===== config.mk =====
export PLATFORM = sky130hd
export DESIGN_NAME = clkctl_i2c_top
export DESIGN_NICKNAME = d
export VERILOG_FILES = /design/src/rtl/clkctl_pkg.sv /design/src/rtl/clkctl_bus_sync.sv /design/src/rtl/clkctl_regs.sv /design/src/rtl/clkctl_link.sv /design/src/rtl/clkctl_i2c_top.sv
export SDC_FILE = /design/constraint.sdc
export NUM_CORES = 1
export LEC_CHECK = 0
export ABC_AREA = 1
export BUFFER_PORTS_ARGS = -buffer_cell sky130_fd_sc_hd__buf_2
export CAP_MARGIN = 20
export CORE_ASPECT_RATIO = 0.9
export CORE_MARGIN = 5
export CORE_UTILIZATION = 34
export CTS_BUF_LIST = sky130_fd_sc_hd__clkbuf_4 sky130_fd_sc_hd__clkbuf_8
export CTS_CLUSTER_SIZE = 8
export DETAILED_ROUTE_END_ITERATION = 16
export GPL_TIMING_DRIVEN = 0
export PLACE_DENSITY = 0.54
export SETUP_SLACK_MARGIN = 0.1
export SYNTH_ARGS = -nofsm -noshare
export SYNTH_HDL_FRONTEND = slang
export SYNTH_SLANG_ARGS = --single-unit

===== constraint.sdc =====
create_clock -name clk -period 2.5 [get_ports clk]
set_clock_uncertainty 0.15 [all_clocks]
set_input_delay 0.125 -clock clk [delete_from_list [all_inputs] [get_ports clk]]
set_output_delay 0.125 -clock clk [all_outputs]
set_load 0.03 [all_outputs]

===== src/rtl/clkctl_pkg.sv =====
package clkctl_pkg;

    typedef enum logic [2:0] {
        ST_IDLE,
        ST_ADDR,
        ST_AACK,
        ST_RX,
        ST_DACK,
        ST_TX,
        ST_MACK,
        ST_IGNORE
    } link_st_e;

    typedef struct packed {
        logic scl;
        logic sda;
        logic scl_rise;
        logic scl_fall;
        logic start;
        logic stop;
    } bus_ev_t;

    // bytes after the address that are acknowledged but not stored
    localparam int SKIP_BYTES = 2;
    localparam logic [7:0] RELEASED_BYTE = 8'hFF;

    function automatic logic addr_hit(input logic [7:0] b, input logic [6:0] dev);
        return b[7:1] == dev;
    endfunction

endpackage


===== src/rtl/clkctl_bus_sync.sv =====
module clkctl_bus_sync
    import clkctl_pkg::*;
#(
    parameter int STAGES = 2
) (
    input  logic    clk,
    input  logic    rst,
    input  logic    scl_i,
    input  logic    sda_i,
    output bus_ev_t ev
);
    localparam int DEPTH = STAGES + 1;

    logic [DEPTH-1:0] scl_q;
    logic [DEPTH-1:0] sda_q;

    always_ff @(posedge clk) begin
        if (rst) begin
            scl_q <= '1;
            sda_q <= '1;
        end else begin
            scl_q <= {scl_q[DEPTH-2:0], scl_i};
            sda_q <= {sda_q[DEPTH-2:0], sda_i};
        end
    end

    logic scl_now, scl_prev, sda_now, sda_prev;
    assign scl_now  = scl_q[STAGES-1];
    assign scl_prev = scl_q[STAGES];
    assign sda_now  = sda_q[STAGES-1];
    assign sda_prev = sda_q[STAGES];

    always_comb begin
        ev.scl      = scl_now;
        ev.sda      = sda_now;
        ev.scl_rise = scl_now & ~scl_prev;
        ev.scl_fall = ~scl_now & scl_prev;
        ev.start    = scl_now & scl_prev & sda_prev & ~sda_now;
        ev.stop     = scl_now & scl_prev & ~sda_prev & sda_now;
    end

endmodule


===== src/rtl/clkctl_regs.sv =====
module clkctl_regs
    import clkctl_pkg::*;
#(
    parameter int         NUM_REGS  = 8,
    parameter int         IDX_W     = 4,
    parameter logic [7:0] RESET_VAL = 8'hFF
) (
    input  logic                  clk,
    input  logic                  rst,
    input  logic                  wr_en,
    input  logic [IDX_W-1:0]      wr_idx,
    input  logic [7:0]            wr_data,
    output logic [NUM_REGS*8-1:0] bank
);

    for (genvar g = 0; g < NUM_REGS; g++) begin : g_reg
        always_ff @(posedge clk) begin
            if (rst)
                bank[g*8 +: 8] <= RESET_VAL;
            else if (wr_en && wr_idx == IDX_W'(g))
                bank[g*8 +: 8] <= wr_data;
        end
    end


    wr_idx_range_chk: assert property (@(posedge clk) disable iff (rst)
        wr_en |-> int'(wr_idx) < NUM_REGS);


    bank_hold_chk: assert property (@(posedge clk) disable iff (rst)
        !wr_en |=> bank == $past(bank));

endmodule


===== src/rtl/clkctl_link.sv =====
module clkctl_link
    import clkctl_pkg::*;
#(
    parameter int         NUM_REGS  = 8,
    parameter int         MAX_BYTES = 10,
    parameter logic [6:0] DEV_ADDR  = 7'h69,
    parameter int         IDX_W     = 4,
    parameter int         CNT_W     = 5
) (
    input  logic                  clk,
    input  logic                  rst,
    input  logic                  pwrdn,
    input  bus_ev_t               ev,
    input  logic [NUM_REGS*8-1:0] bank,
    output logic                  sda_oe,
    output logic                  wr_en,
    output logic [IDX_W-1:0]      wr_idx,
    output logic [7:0]            wr_data
);
    localparam int STORE_END = SKIP_BYTES + NUM_REGS;

    link_st_e         st;
    logic [3:0]       bitcnt;
    logic [7:0]       shift;
    logic [CNT_W-1:0] idx;
    logic             rd_mode;
    logic             mack_ok;

    logic             rx_accept;
    logic [7:0]       tx_pick;
    int               pick_n;
    logic [CNT_W-1:0] idx_inc;

    assign rx_accept = (int'(idx) < MAX_BYTES) && (int'(idx) < STORE_END);
    assign idx_inc   = (int'(idx) < MAX_BYTES) ? idx + CNT_W'(1) : idx;

    always_comb begin
        pick_n  = (st == ST_AACK) ? 0 : int'(idx) + 1;
        tx_pick = RELEASED_BYTE;
        if (pick_n == 0) begin
            tx_pick = 8'(NUM_REGS);
        end else if (pick_n < MAX_BYTES) begin
            for (int k = 0; k < NUM_REGS; k++)
                if (pick_n == k + 1) tx_pick = bank[k*8 +: 8];
        end
    end

    always_comb begin
        case (st)
            ST_AACK, ST_DACK: sda_oe = 1'b1;
            ST_TX:            sda_oe = ~shift[7];
            default:          sda_oe = 1'b0;
        endcase
    end

    assign wr_en   = (st == ST_DACK) && ev.scl_fall && !pwrdn && !ev.start && !ev.stop
                     && (int'(idx) >= SKIP_BYTES);
    assign wr_idx  = IDX_W'(int'(idx) - SKIP_BYTES);
    assign wr_data = shift;

    always_ff @(posedge clk) begin
        if (rst) begin
            st      <= ST_IDLE;
            bitcnt  <= '0;
            shift   <= '0;
            idx     <= '0;
            rd_mode <= 1'b0;
            mack_ok <= 1'b0;
        end else if (pwrdn) begin
            st <= ST_IDLE;
        end else if (ev.start) begin
            st     <= ST_ADDR;
            bitcnt <= '0;
        end else if (ev.stop) begin
            st <= ST_IDLE;
        end else begin
            case (st)
                ST_ADDR, ST_RX: begin
                    if (ev.scl_rise && bitcnt < 4'd8) begin
                        shift  <= {shift[6:0], ev.sda};
                        bitcnt <= bitcnt + 4'd1;
                    end else if (ev.scl_fall && bitcnt == 4'd8) begin
                        if (st == ST_ADDR) begin
                            if (addr_hit(shift, DEV_ADDR)) begin
                                st      <= ST_AACK;
                                rd_mode <= shift[0];
                                idx     <= '0;
                            end else begin
                                st <= ST_IGNORE;
                            end
                        end else begin
                            st <= rx_accept ? ST_DACK : ST_IGNORE;
                        end
                    end
                end
                ST_AACK: begin
                    if (ev.scl_fall) begin
                        bitcnt <= '0;
                        if (rd_mode) begin
                            st    <= ST_TX;
                            shift <= tx_pick;
                        end else begin
                            st <= ST_RX;
                        end
                    end
                end
                ST_DACK: begin
                    if (ev.scl_fall) begin
                        st     <= ST_RX;
                        bitcnt <= '0;
                        idx    <= idx_inc;
                    end
                end
                ST_TX: begin
                    if (ev.scl_fall) begin
                        if (bitcnt == 4'd7) begin
                            st <= ST_MACK;
                        end else begin
                            shift  <= {shift[6:0], 1'b1};
                            bitcnt <= bitcnt + 4'd1;
                        end
                    end
                end
                ST_MACK: begin
                    if (ev.scl_rise) begin
                        mack_ok <= !ev.sda;
                    end else if (ev.scl_fall) begin
                        if (mack_ok) begin
                            st     <= ST_TX;
                            shift  <= tx_pick;
                            bitcnt <= '0;
                            idx    <= idx_inc;
                        end else begin
                            st <= ST_IGNORE;
                        end
                    end
                end
                default: ;
            endcase
        end
    end


    oe_scl_low_chk: assert property (@(posedge clk) disable iff (rst)
        (sda_oe != $past(sda_oe)) && !$past(pwrdn) |-> !$past(ev.scl));


    restart_addr_chk: assert property (@(posedge clk) disable iff (rst)
        (ev.start && !pwrdn) |=> (st == ST_ADDR) && (bitcnt == 4'd0));


    store_limit_chk: assert property (@(posedge clk) disable iff (rst)
        wr_en |-> int'(idx) < MAX_BYTES);

endmodule


===== src/rtl/clkctl_i2c_top.sv =====
module clkctl_i2c_top
    import clkctl_pkg::*;
#(
    parameter int         NUM_REGS    = 8,
    parameter int         MAX_BYTES   = 10,
    parameter logic [6:0] DEV_ADDR    = 7'h69,
    parameter logic [7:0] RESET_VAL   = 8'hFF,
    parameter int         SYNC_STAGES = 2
) (
    input  logic                  clk,
    input  logic                  rst,
    input  logic                  pwrdn,
    input  logic                  scl_i,
    input  logic                  sda_i,
    output logic                  sda_oe,
    output logic [NUM_REGS*8-1:0] clk_en
);
    localparam int IDX_W = $clog2(NUM_REGS + 1);
    localparam int CNT_W = $clog2(MAX_BYTES + NUM_REGS + 2);

    bus_ev_t          ev;
    logic             wr_en;
    logic [IDX_W-1:0] wr_idx;
    logic [7:0]       wr_data;

    clkctl_bus_sync #(.STAGES(SYNC_STAGES)) u_sync (
        .clk   (clk),
        .rst   (rst),
        .scl_i (scl_i),
        .sda_i (sda_i),
        .ev    (ev)
    );

    clkctl_link #(
        .NUM_REGS  (NUM_REGS),
        .MAX_BYTES (MAX_BYTES),
        .DEV_ADDR  (DEV_ADDR),
        .IDX_W     (IDX_W),
        .CNT_W     (CNT_W)
    ) u_link (
        .clk     (clk),
        .rst     (rst),
        .pwrdn   (pwrdn),
        .ev      (ev),
        .bank    (clk_en),
        .sda_oe  (sda_oe),
        .wr_en   (wr_en),
        .wr_idx  (wr_idx),
        .wr_data (wr_data)
    );

    clkctl_regs #(
        .NUM_REGS  (NUM_REGS),
        .IDX_W     (IDX_W),
        .RESET_VAL (RESET_VAL)
    ) u_regs (
        .clk     (clk),
        .rst     (rst),
        .wr_en   (wr_en),
        .wr_idx  (wr_idx),
        .wr_data (wr_data),
        .bank    (clk_en)
    );


    pwrdn_quiet_chk: assert property (@(posedge clk) disable iff (rst)
        pwrdn |=> !sda_oe);


    pwrdn_retain_chk: assert property (@(posedge clk) disable iff (rst)
        pwrdn |=> clk_en == $past(clk_en));

endmodule


==> run metrics, run 1 <==
initial antenna violation count 0; synth warn 0; global-route wire length before repair 24,400 um; worst endpoint required time 2.66 ns; RD Place Congestion around 0.85; row count 40; antenna cells 0; max-cap violations 0; H-tree depth 3; Initial DRT Pass Iterations 5; Fillers 1,438; DR vias 4,766; slew margin rel. 55.0%; vias per inst 5.28; top cell type by total area after synthesis dfxtp_1; CP Class reg -> reg; DRC violations left 0; placed cell area 5240 sq um; clock period minus worst slack 2.30 ns; Main synth FF type dfxtp_1; I/O pin total 70; worst min path class in -> reg; crit end category register; final instance area roughly 5600 sq um; Mapped Avg Cell Area 7.32 sq um; Die X-Extent 134 um; core area approximately 13,000 sq um; Clock transition at path regs 0.09 ns; Slew Viols, Final 0; Mapped Cells 640; Final Hold Viols 0; vias in the first global route 4,512; Syn Nets 654; setup_tns 0 ns; reg2reg start u_link.idx[1]; die area 16,200 sq um; library cells used by synthesis 39; initial DRC count ~400; Crit-path slowest cell dfxtp_4; fin nets 744; height of the die 121 um; R2R cell count 16; DRT antenna net count 0; Syn Std Cell Area between 4000 and 5000 sq um; most numerous cell in the Yosys netlist nand2_1; Skew-Pair Late Insertion Delay 0.38 ns; Clock Sinks 92; crit path launch u_link.idx[1]; maximum root-to-sink buffer count 2; maximum VDD drop 0.000411 V; hold_ws ~0.18 ns; HP Start rst; WL final 15,600 um; GRT overflow 0; Lkg Pwr 2.61 nW; CP peak stage delay 0.40 ns; share of layout cells above drive strength 1 between 20 and 25%; CTS tree done; Hold Path Stages 3; Tot GR Track Use around a fifth; Worst Tran Pin Value 0.675 ns; CP cell instances inv_1, ha_4, nand2_1, inv_1, nand2_1, nor2_4, nand2_2, inv_2, nand2_1, nand2_1, nand3_1, nand2_1, nand2_1, nand2_1, nand2_1, a21oi_1; RSZ-0062 raised after global routing yes; CP arrival 2.46 ns; IO Port Bufs 69; FF+latch count, synth slightly above 90; Starting Density 34.9%; P per Cell Area roughly 500 nW/um^2; Root Buffer clkbuf_8; CP dominant cell by count nand2_1; Area contributors post-synth dfxtp_1 (39%), nand2_1 (13%), o211ai_1 (10%); Post-synth top cells nand2_1 (163), dfxtp_1 (92), o211ai_1 (65), inv_1 (63), nor2_1 (42); status completed; ys async rst share 0%; WL per Instance 17.3 um; final worst path period share between 90% and 100%; hpwl dp 11,600 um; Synth top area share 39.3%; startpoint types register; Post-synth EDFFs 0; Crit Path Max Fanout 5; Max Clock Freq 436 MHz; largest net degree at the start of global routing 15; CTS Buf Count 9; Layout area overhead 20.3%; final setup violation count 0; sequential share of the synthesized area about 39%
## critical path: cells and delay by family, from the launching register on
family	cells	cell delay, ns
and+or+nand+nor	11	0.94
DFF	1	0.40
adders and majority gates	1	0.31
buffers and inverters	3	0.30
AOI/OAI and AO/OA	1	0.13
## cell families (layout without fill, tap and decap cells)
kind of cell	after synthesis	after routing	share of synthesized area (%)
buf+inv	96	191	8.28
compound gates	144	144	20.0
flops	92	92	39.3
simple gates	299	299	30.0
fa+ha+maj	9	9	2.40
## power breakdown
part / total [mW] / leakage (nW) / switching (mW) / internal, mW
sequential: 1.51 / 0.749 / 0.0214 / 1.48
clock: 0.993 / 0.0965 / 0.554 / 0.439
combinational: 0.324 / 1.77 / 0.227 / 0.0962
total: 2.82 / 2.61 / 0.802 / 2.02
## state kept, by name, summed over array words and instances (netlist names)
signal	flops
u_regs.bank	64
u_link.wr_data	8
u_link.idx	5
u_link.bitcnt	4
u_link.st	3
u_sync.scl_q	3
u_sync.sda_q	3
u_link.mack_ok	1
u_link.rd_mode	1
## timing repair
item	CTS	global route
setup endpoints to repair	24	38
hold buffers	3	0
setup buffers	2	5
hold endpoints to repair	3	0
resized for setup	11	25
pin swaps	2	3
## layer usage
layer  GRT usage [%]  up-vias  routed length (um)
met5               0        -                   0
met4            5.27        0                 268
met3            5.27       22                1030
met2            29.6      147                6850
met1            26.5     2246                7490
li1                -     2351                   -
## cell type report
| class | count | area, sq um | share of cell area [%] |
|---|---|---|---|
| clock inverter | 3 | 21.3 | 0.377 |
| timing repair buffer | 79 | 440 | 7.81 |
| tap | 168 | 210 | 3.73 |
| buffer | 21 | 105 | 1.86 |
| inverter | 75 | 292 | 5.17 |
| multi-input combinational | 452 | 2550 | 45.2 |
| sequential | 92 | 1860 | 32.9 |
| clock buffer | 13 | 166 | 2.95 |
## cells in the final DEF (no fill, tap or decap), drive strengths merged, types with 8 or more instances in the layout
master / n
a211oi: 8
a21oi: 29
buf: 86
clkbuf: 24
clkinv: 9
dfxtp: 92
ha: 9
inv: 66
nand2: 171
nand3: 36
nand3b: 10
nand4: 9
nor2: 48
o211ai: 65
o21ai: 34
or2: 17
## metrics by stage
step                      util [%]  power (mW)  setup WS [ns]  cells
final                         42.0        2.82          0.204    903
after global routing          42.0        2.94         0.0417    903
after CTS                     41.0        2.83         0.0973    898
after detailed placement      39.1        1.83         -0.158    877
after global placement        39.1        1.83         -0.117    877
after floorplan                  -        1.74          0.380    640
## final timing paths
| path | end | slack (ns) |
|---|---|---|
| worst max register to register | u_link.wr_data[7] | 0.20 |
| worst min register to register | u_sync.scl_q[1] | 0.27 |
| worst min-delay path | u_link.wr_data[3] | 0.18 |
| worst max-delay path | u_link.wr_data[7] | 0.20 |
No activity file was read; power rests on OpenSTA's default activity.
==> run 2, diff against run 1 <==
--- a/config.mk
+++ b/config.mk
@@ -11,7 +11,7 @@
 export CORE_ASPECT_RATIO = 0.9
 export CORE_MARGIN = 5
 export CORE_UTILIZATION = 34
-export CTS_BUF_LIST = sky130_fd_sc_hd__clkbuf_4 sky130_fd_sc_hd__clkbuf_8
+export CTS_BUF_LIST = sky130_fd_sc_hd__clkbuf_4
 export CTS_CLUSTER_SIZE = 8
 export DETAILED_ROUTE_END_ITERATION = 16
 export GPL_TIMING_DRIVEN = 0
==> constraint.sdc (replaced) <==
create_clock -name clk -period 2.6 [get_ports clk]
set_clock_uncertainty 0.15 [all_clocks]
set_input_delay 0.13 -clock clk [delete_from_list [all_inputs] [get_ports clk]]
set_output_delay 0.13 -clock clk [all_outputs]
set_load 0.03 [all_outputs]
==> run 2 against run 1 <==
Net effect: flip-flop and latch count is the same; critical path depth shrank 1; first-iteration DRC count shrank 8.5%; maximum frequency shrank 4.9%; non-clock buffer count shrank 2; critical path type unchanged; clock power shrank 28%; largest power group unchanged; largest cell class unchanged.
==> run metrics, run 2 (synthesis results as in run 1) <==
Worst Tran Pin Value 0.680 ns; final worst path period share approximately 93%; worst endpoint required time 2.82 ns; fin nets 742; slew margin rel. between 50% and 60%; startpoint types register; Starting Density 34.9%; GRT overflow 0; CP dominant cell by count nand2_1; setup_tns 0 ns; final setup violation count 0; RSZ-0062 raised after global routing yes; RD Place Congestion 0.854; WL final 15,600 um; Lkg Pwr 2.55 nW; Die X-Extent 134 um; Crit Path Max Fanout 5; P per Cell Area 451 nW/um^2; Final Hold Viols 0; dpl cells approximately 880; Slew Viols, Final 0; worst min path class in -> reg; vias in the first global route 4,507; maximum root-to-sink buffer count 2; most frequent cells in the layout nand2_1 (163), dfxtp_1 (89), buf_2 (77); row count 40; Layout area overhead 16.6%; hpwl dp 11,600 um; Clock transition at path regs about 0.15 ns; vias per inst ~5.3; Tot GR Track Use between 10% and 20%; CP cell instances inv_1, ha_1, nand2_1, inv_1, nand2_1, nor2_1, nand3_1, nand3_1, nand2_1, nand3_1, nand2_1, nand2_1, nand2_1, nand2_1, a21oi_1; max reg flops 64; CTS tree done; die area 16,200 sq um; IO Port Bufs between 60 and 70; setup ws final 0.185 ns; Max Clock Freq 414 MHz; maximum VDD drop 0.000360 V; global-route wire length before repair roughly 24,000 um; Finished Layout Cells 901; Fillers roughly 1,500; height of the die 121 um; Crit-path slowest cell dfxtp_4; Total Power 2.46 mW; WL per Instance 17.3 um; core area around 13,000 sq um; Initial DRT Pass Iterations 5; dpl ws -0.0576 ns; initial DRC count about 370; CTS Buf Count 9; DR vias 4,785; Skew-Pair Late Insertion Delay 0.47 ns; Root Buffer clkbuf_4; clock period minus worst slack 2.41 ns; largest net degree at the start of global routing 15; I/O pin total 70; max-cap violations 0; DRT antenna net count 0; H-tree depth 3; CP peak stage delay between 0.4 and 0.5 ns; crit end category register; CP arrival around 2.6 ns; DRC violations left 0; initial antenna violation count 0; hold_ws 0.0886 ns; status completed; CP Class reg -> reg; antenna cells 0; share of layout cells above drive strength 1 21.0%; Clock Sinks 92; commonest non-fill, non-tap cell in the layout nand2_1; Top reg by flops u_regs.bank
[run 2: where the power goes]
part | internal (mW) | switching, mW | total [mW]
Combinational | 0.0805 | 0.215 | 0.296
Sequential | 1.43 | 0.0201 | 1.45
Clock | 0.213 | 0.505 | 0.717
Total | 1.72 | 0.740 | 2.46
[run 2: layout make-up]
cell class                 count  area, sq um  area share [%]
multi-input combinational    452         2490            45.5
sequential                    92         1850            33.9
timing repair buffer          77          413            7.55
inverter                      75          288            5.27
tap                          168          210            3.85
buffer                        21          105            1.92
clock buffer                  11         82.6            1.51
clock inverter                 5         28.8           0.527
[run 2: critical path, delay by kind of cell (launching register included)]
kind / cells / cell delay (ns)
buffers and inverters: 2 / 0.18
adders and majority gates: 1 / 0.37
and+or+nand+nor: 11 / 1.16
DFF: 1 / 0.41
AOI/OAI and AO/OA: 1 / 0.06
[run 2: path summary, 6_finish.rpt]
path | start | to | slack, ns | depth (start not counted)
setup reg to reg | u_link.idx[1] | u_link.wr_data[6] | 0.19 | 15
setup / recovery | u_link.idx[1] | u_link.wr_data[6] | 0.19 | 15
hold / removal | rst | u_link.wr_data[3] | 0.09 | 3
hold reg to reg | u_sync.scl_q[0] | u_sync.scl_q[1] | 0.28 | 1
[run 2: metrics by stage]
step	instance area [sq um]	utilization, %
floorplan	4690	-
global placement	5240	39.1
detailed placement	5240	39.1
CTS	5400	40.3
global route	5470	40.7
finish	5470	40.7
[run 2: metal layers]
| layer | wire length, um | part of all wire, % | global-route usage, % |
|---|---|---|---|
| met5 | 0 | 0 | 0 |
| met4 | 251 | 1.6 | 5.66 |
| met2 | 6890 | 44 | 29.6 |
| met3 | 949 | 6.1 | 5.31 |
| met1 | 7530 | 48 | 26.4 |
[run 2: repair_timing]
| action | in CTS | in global routing |
|---|---|---|
| buffers inserted | 1 | 4 |
| endpoints found under the setup margin | 8 | 72 |
| pin swaps | 0 | 2 |
| gates resized for setup | 4 | 16 |
| endpoints found under the hold margin | 3 | 0 |
| hold buffers | 3 | 0 |
